`src/rtl/scd_pkg.sv`:
```
package scd_pkg;

  // Per-cycle control shared by every channel.
  typedef struct packed {
    logic tick;   // modulator sample enable
    logic flush;  // rate change: clear all filter state
    logic dump;   // last sample of a window: run combs, load output
  } scd_ctrl_t;

  // log2 of the decimation ratio for a given selector code.
  function automatic int scd_ratio_log2(input int base_log2, input int sel);
    return base_log2 + sel;
  endfunction

endpackage

```
`src/rtl/scd_scaler.sv`:
```
module scd_scaler #(
  parameter int ACC_W     = 26,
  parameter int OUT_W     = 16,
  parameter int ORDER     = 3,
  parameter int LOG2R_MIN = 5,
  parameter int SEL_W     = 2
) (
  input  logic [SEL_W-1:0]        rate,
  input  logic signed [ACC_W-1:0] acc,
  output logic [OUT_W-1:0]        sample
);
  import scd_pkg::*;

  localparam int SH_W = $clog2(ACC_W + 1);
  localparam logic signed [ACC_W-1:0] POS_LIM = ACC_W'((1 << (OUT_W - 1)) - 1);
  localparam logic signed [ACC_W-1:0] NEG_LIM = ~POS_LIM;

  logic [SH_W-1:0]         shamt;
  logic signed [ACC_W-1:0] shifted;

  // The filter gain is ratio^ORDER, so drop ORDER*log2(ratio) - (OUT_W-1) bits.
  assign shamt   = SH_W'(ORDER * scd_ratio_log2(LOG2R_MIN, int'(rate)) - (OUT_W - 1));
  assign shifted = acc >>> shamt;

  always_comb begin
    if (shifted > POS_LIM)      sample = POS_LIM[OUT_W-1:0];
    else if (shifted < NEG_LIM) sample = NEG_LIM[OUT_W-1:0];
    else                        sample = shifted[OUT_W-1:0];
  end

endmodule

```
`src/rtl/scd_timebase.sv`:
```
module scd_timebase
  import scd_pkg::*;
#(
  parameter int DIV       = 8,
  parameter int SEL_W     = 2,
  parameter int LOG2R_MIN = 5,
  parameter int ORDER     = 3
) (
  input  logic             clk,
  input  logic             rst,
  input  logic [SEL_W-1:0] rate_sel,
  output scd_ctrl_t        ctrl,
  output logic [SEL_W-1:0] rate_q,
  output logic             tick_out,
  output logic             stb,
  output logic             ok
);

  localparam int LOG2R_MAX = LOG2R_MIN + (1 << SEL_W) - 1;
  localparam int CNT_W     = LOG2R_MAX;
  localparam int DIV_W     = (DIV > 1) ? $clog2(DIV) : 1;
  localparam int SC_W      = $clog2(ORDER) + 1;

  logic [DIV_W-1:0] dcnt;
  logic             tick_q;
  logic [CNT_W-1:0] wcnt;
  logic [CNT_W-1:0] wlast;
  logic [SC_W-1:0]  settle;
  logic             flush;
  logic             dump;
  logic             dcnt_wrap;

  assign dcnt_wrap = (dcnt == DIV_W'(DIV - 1));
  assign flush     = (rate_sel != rate_q);
  assign wlast     = CNT_W'((1 << scd_ratio_log2(LOG2R_MIN, int'(rate_q))) - 1);
  assign dump      = tick_q && !flush && (wcnt == wlast);

  always_comb begin
    ctrl.tick  = tick_q;
    ctrl.flush = flush;
    ctrl.dump  = dump;
  end

  assign tick_out = tick_q;

  // Shared modulator clock enable; never disturbed by a rate change.
  always_ff @(posedge clk) begin
    if (rst) begin
      dcnt   <= '0;
      tick_q <= 1'b0;
    end else begin
      dcnt   <= dcnt_wrap ? '0 : dcnt + 1'b1;
      tick_q <= dcnt_wrap;
    end
  end

  // Window count, settle count, strobe and settled flag.
  always_ff @(posedge clk) begin
    if (rst) begin
      rate_q <= rate_sel;
      wcnt   <= '0;
      settle <= '0;
      stb    <= 1'b0;
      ok     <= 1'b0;
    end else begin
      rate_q <= rate_sel;
      stb    <= dump;
      if (flush) begin
        wcnt   <= '0;
        settle <= '0;
        ok     <= 1'b0;
      end else if (tick_q) begin
        wcnt <= dump ? '0 : wcnt + 1'b1;
        if (dump) begin
          ok <= (settle == SC_W'(ORDER - 1));
          if (settle != SC_W'(ORDER - 1)) settle <= settle + 1'b1;
        end
      end
    end
  end

endmodule

```
`src/rtl/scd_channel.sv`:
```
module scd_channel
  import scd_pkg::*;
#(
  parameter int ACC_W     = 26,
  parameter int OUT_W     = 16,
  parameter int ORDER     = 3,
  parameter int LOG2R_MIN = 5,
  parameter int SEL_W     = 2
) (
  input  logic             clk,
  input  logic             rst,
  input  scd_ctrl_t        ctrl,
  input  logic [SEL_W-1:0] rate_q,
  input  logic             bit_in,
  output logic [OUT_W-1:0] data
);

  logic signed [ACC_W-1:0] integ    [ORDER];
  logic signed [ACC_W-1:0] integ_nx [ORDER+1];
  logic signed [ACC_W-1:0] dly      [ORDER];
  logic signed [ACC_W-1:0] comb     [ORDER+1];
  logic [OUT_W-1:0]        scaled;

  // Map the modulator bit to +1 / -1.
  assign integ_nx[0] = bit_in ? ACC_W'(1) : '1;
  assign comb[0]     = integ_nx[ORDER];

  for (genvar k = 0; k < ORDER; k++) begin : g_stage
    assign integ_nx[k+1] = integ[k] + integ_nx[k];
    assign comb[k+1]     = comb[k] - dly[k];

    always_ff @(posedge clk) begin
      if (rst || ctrl.flush) begin
        integ[k] <= '0;
        dly[k]   <= '0;
      end else begin
        if (ctrl.tick) integ[k] <= integ_nx[k+1];
        if (ctrl.dump) dly[k]   <= comb[k];
      end
    end
  end

  scd_scaler #(
    .ACC_W(ACC_W), .OUT_W(OUT_W), .ORDER(ORDER),
    .LOG2R_MIN(LOG2R_MIN), .SEL_W(SEL_W)
  ) u_scl (
    .rate  (rate_q),
    .acc   (comb[ORDER]),
    .sample(scaled)
  );

  always_ff @(posedge clk) begin
    if (rst)            data <= '0;
    else if (ctrl.dump) data <= scaled;
  end

endmodule

```
`src/rtl/sync_cic_decimator.sv`:
```
module sync_cic_decimator
  import scd_pkg::*;
#(
  parameter int NCH       = 6,
  parameter int OUT_W     = 16,
  parameter int MCLK_DIV  = 1,
  parameter int MOD_DIV   = 8,
  parameter int ORDER     = 3,
  parameter int LOG2R_MIN = 5,
  parameter int SEL_W     = 2
) (
  input  logic                 clk,
  input  logic                 rst,
  input  logic [SEL_W-1:0]     rate_sel,
  input  logic [NCH-1:0]       mod_bits,
  output logic                 mod_tick,
  output logic [NCH*OUT_W-1:0] smp_data,
  output logic                 smp_stb,
  output logic                 smp_ok
);

  localparam int DIV       = MCLK_DIV * MOD_DIV;
  localparam int LOG2R_MAX = LOG2R_MIN + (1 << SEL_W) - 1;
  localparam int ACC_W     = 2 + ORDER * LOG2R_MAX;

  scd_ctrl_t        ctrl;
  logic [SEL_W-1:0] rate_q;

  scd_timebase #(
    .DIV(DIV), .SEL_W(SEL_W), .LOG2R_MIN(LOG2R_MIN), .ORDER(ORDER)
  ) u_tb (
    .clk     (clk),
    .rst     (rst),
    .rate_sel(rate_sel),
    .ctrl    (ctrl),
    .rate_q  (rate_q),
    .tick_out(mod_tick),
    .stb     (smp_stb),
    .ok      (smp_ok)
  );

  for (genvar c = 0; c < NCH; c++) begin : g_ch
    scd_channel #(
      .ACC_W(ACC_W), .OUT_W(OUT_W), .ORDER(ORDER),
      .LOG2R_MIN(LOG2R_MIN), .SEL_W(SEL_W)
    ) u_ch (
      .clk   (clk),
      .rst   (rst),
      .ctrl  (ctrl),
      .rate_q(rate_q),
      .bit_in(mod_bits[c]),
      .data  (smp_data[c*OUT_W +: OUT_W])
    );
  end

endmodule

```
`config.mk`:
```
export PLATFORM = sky130hd
export DESIGN_NAME = sync_cic_decimator
export DESIGN_NICKNAME = d
export VERILOG_FILES = /design/src/rtl/scd_pkg.sv /design/src/rtl/scd_scaler.sv /design/src/rtl/scd_timebase.sv /design/src/rtl/scd_channel.sv /design/src/rtl/sync_cic_decimator.sv
export SDC_FILE = /design/constraint.sdc
export NUM_CORES = 2
export LEC_CHECK = 0
export BUFFER_PORTS_ARGS = -buffer_cell sky130_fd_sc_hd__buf_2
export CORE_MARGIN = 3
export CORE_UTILIZATION = 40
export CTS_CLUSTER_SIZE = 25
export DETAILED_ROUTE_END_ITERATION = 8
export GPL_TIMING_DRIVEN = 0
export PLACE_DENSITY = 0.53
export SLEW_MARGIN = 10
export SYNTH_ARGS = -nofsm -noshare
export SYNTH_HDL_FRONTEND = slang
export SYNTH_SLANG_ARGS = --single-unit
```
`constraint.sdc`:
```
create_clock -name clk -period 19.5 [get_ports clk]
set_clock_uncertainty 0.05 [all_clocks]
set_input_delay 3.9 -clock clk [delete_from_list [all_inputs] [get_ports clk]]
set_output_delay 3.9 -clock clk [all_outputs]
set_load 0.02 [all_outputs]
```
==> reports/metrics.csv <==
metric;value;unit
outcome;finished clean;
io_buffers;108;
slowest_stage;inv_1;
routed_wl;259000;µm
max_freq;0.0594;GHz
dp_hpwl;202000;µm
arrival;17.51;ns
worst_path_most_repeated_cell;o21ai_0;
max_cap_viol_count;0;
cp_max_fo;25;
syn-cell-area;0.0863;mm²
cts_buffer_depth;3;
seq_area_frac_synth;35.3;%
gr-usage-met2;37.6;%
detail-route-antenna-nets;0;
grt-ovfl-total;0;
htreeDepth;4;
grt_use_total;22.9;%
critPathRequiredTime;20.16;ns
finalHoldViolCount;0;
antenna_found_initial;27;
core_area;0.213;mm²
nets;10687;
final_core_util;44.7;%
clkLatencyLatePin;0.78;ns
regArea;0.0304;mm²
synth_top_flop_cell;edfxtp_1;
drt_iter0_drc;4279;
final_common_cell;nor2_1;
die_area;0.221;mm²
startpoint_type;primary input;
synth_edf_count;936;
synth_nets;10410;
dpl_cell_area;0.0911;mm²
die_w;470;µm
initial_core_util;40.4;%
first_global_vias;67068;
hold-worst-slack;0.381;ns
grt_start_max_net_pins;59;
met3_usage;3.22;%
cts_setup_buffers;0;
postCtsHoldBufs;0;
vias_per_cell;5.41;
end_kind;flip-flop;
io_pins;109;
cts_resized;0;
via_count;68523;
syn_avg_cell_area;9.12;µm²
min_period_over_period;86.4;%
routedWlPerCell;20.4;µm
setup_viol;0;
cpPeakStageDelay;0.80;ns
drive_gt1_share;5.31;%
rows;169;
syn_to_final_growth;10.6;%
fill_cells;20724;
synth_cells;9455;
slew_headroom;4.59;%
multi_input_area;0.0514;mm²
gp_congestion;0.982;
grt_most_used_layer;met2;
setup.worst_path.class;in -> reg;
drc;0;
grtUsageMet1;29.8;%
cts_sinks;1051;
clockRootBuffer;clkbuf_16;
min_path_type;reg -> reg;
numCtsBuffers;138;
die_h;470;µm
async_flop_share;0;%
final_cell_mix;1046 x nor2_1, 949 x inv_1, 936 x edfxtp_1;
worstMarginPinSlew;1.43;ns
finish.instance_area;0.0954;mm²
rsz0062_at_grt;false;
firstDrtPassIters;6;
synth-seq-cells;1051;
yosys_warnings;0;
reg2reg_slack;5.20;ns
drv_slew;0;
yosysUniqueCellTypes;108;
grt_pass1_wl;394000;µm
period_needed;16.84;ns
clkSlewWorstSetupHoldPaths;0.05;ns
setup_tns;0;ns
cts_tree;yes;
[worst max-delay path, delay by kind of cell]
family | cells | cell delay [ns]
buffers and inverters | 4 | 1.20
AND/OR/NAND/NOR | 14 | 2.12
adder cells (fa/ha/maj) | 6 | 2.07
AO/OA/AOI/OAI | 27 | 6.52
XOR/XNOR | 6 | 1.62
[layer usage]
metal,part of all wire [%],up-vias
li1,-,34192
met4,5.0,4
met5,0.012,-
met1,45,32478
met2,46,1423
met3,4.5,426
[logic make-up (layout without fill, tap and decap cells)]
| logic type | count (synthesis) | count (layout) | share of synthesized area (%) |
|---|---|---|---|
| simple gates | 2888 | 2888 | 16.3 |
| compound gates | 2332 | 2332 | 17.7 |
| buf+inv | 1197 | 1580 | 5.23 |
| flops | 1051 | 1051 | 35.3 |
| fa+ha+maj | 945 | 945 | 14.0 |
| xor+xnor | 803 | 803 | 8.44 |
| mux | 239 | 239 | 3.13 |
| other cells | 0 | 18 | 0 |
[sequential cells by signal, indices dropped and copies added, names as in the netlist, 2 cells and up]
signal / count
g_ch.u_ch.dly: 468
u_tb.wcnt: 8
u_tb.settle: 3
u_tb.rate_q: 2
g_ch.u_ch.data: 96
g_ch.u_ch.integ: 468
u_tb.dcnt: 3
[synth_stat cells, types with 65 or more instances]
master    count  share of area, %
edfxtp_1    936                33
ha_1        909                13
nor3_1      153              0.89
a21oi_1     646               3.7
nand3_1     118              0.68
o21bai_1    129               1.1
a21o_1      266               2.3
clkbuf_1    208              0.91
nand2_1     480               2.1
nor2_1     1046               4.6
xnor2_1     530               5.4
inv_1       949               4.1
nand2b_1    121              0.88
mux2i_1     177               2.1
and3_1       95              0.69
a31oi_1      70              0.51
o21ai_0     447               2.6
and2_1      563               4.1
o21a_1      140               1.2
dfxtp_1     115               2.7
nor2b_1     105              0.76
a211oi_1    148               1.3
o211ai_1     65              0.57
xor2_1      254               2.6
[path summary, 6_finish.rpt]
kind | from | endpoint | cells after the start
hold / removal | u_tb.dcnt[0]$_SDFF_PP0_ | u_tb.dcnt[0]$_SDFF_PP0_ | 1
setup / recovery | mod_bits[2] | g_ch[2].u_ch.data[3]$_SDFFE_PP0P_ | 57
hold reg to reg | u_tb.dcnt[0]$_SDFF_PP0_ | u_tb.dcnt[0]$_SDFF_PP0_ | 1
setup reg to reg | u_tb.rate_q[0]$_DFF_P_ | g_ch[0].u_ch.data[0]$_SDFFE_PP0P_ | 23
[area by class of cell]
cell class	count	share of cell area, %
antenna	18	0.0472
tap	2821	3.70
buffer	246	1.03
clock inverter	64	0.518
clock buffer	182	3.92
timing repair buffer	137	1.31
sequential	1051	31.9
inverter	951	3.74
multi-input combinational	7207	53.9
[per-stage QoR]
stage	worst slack, ns	instances
final	2.66	12677
after global placement	-7.40	12384
after CTS	2.84	12659
after detailed placement	2.03	12413
after global routing	1.61	12662
after floorplan	3.72	9455
Power is left out: the tool's default activity adds up to more than one toggle a clock period on the data nets, which glitch-free logic cannot reach.
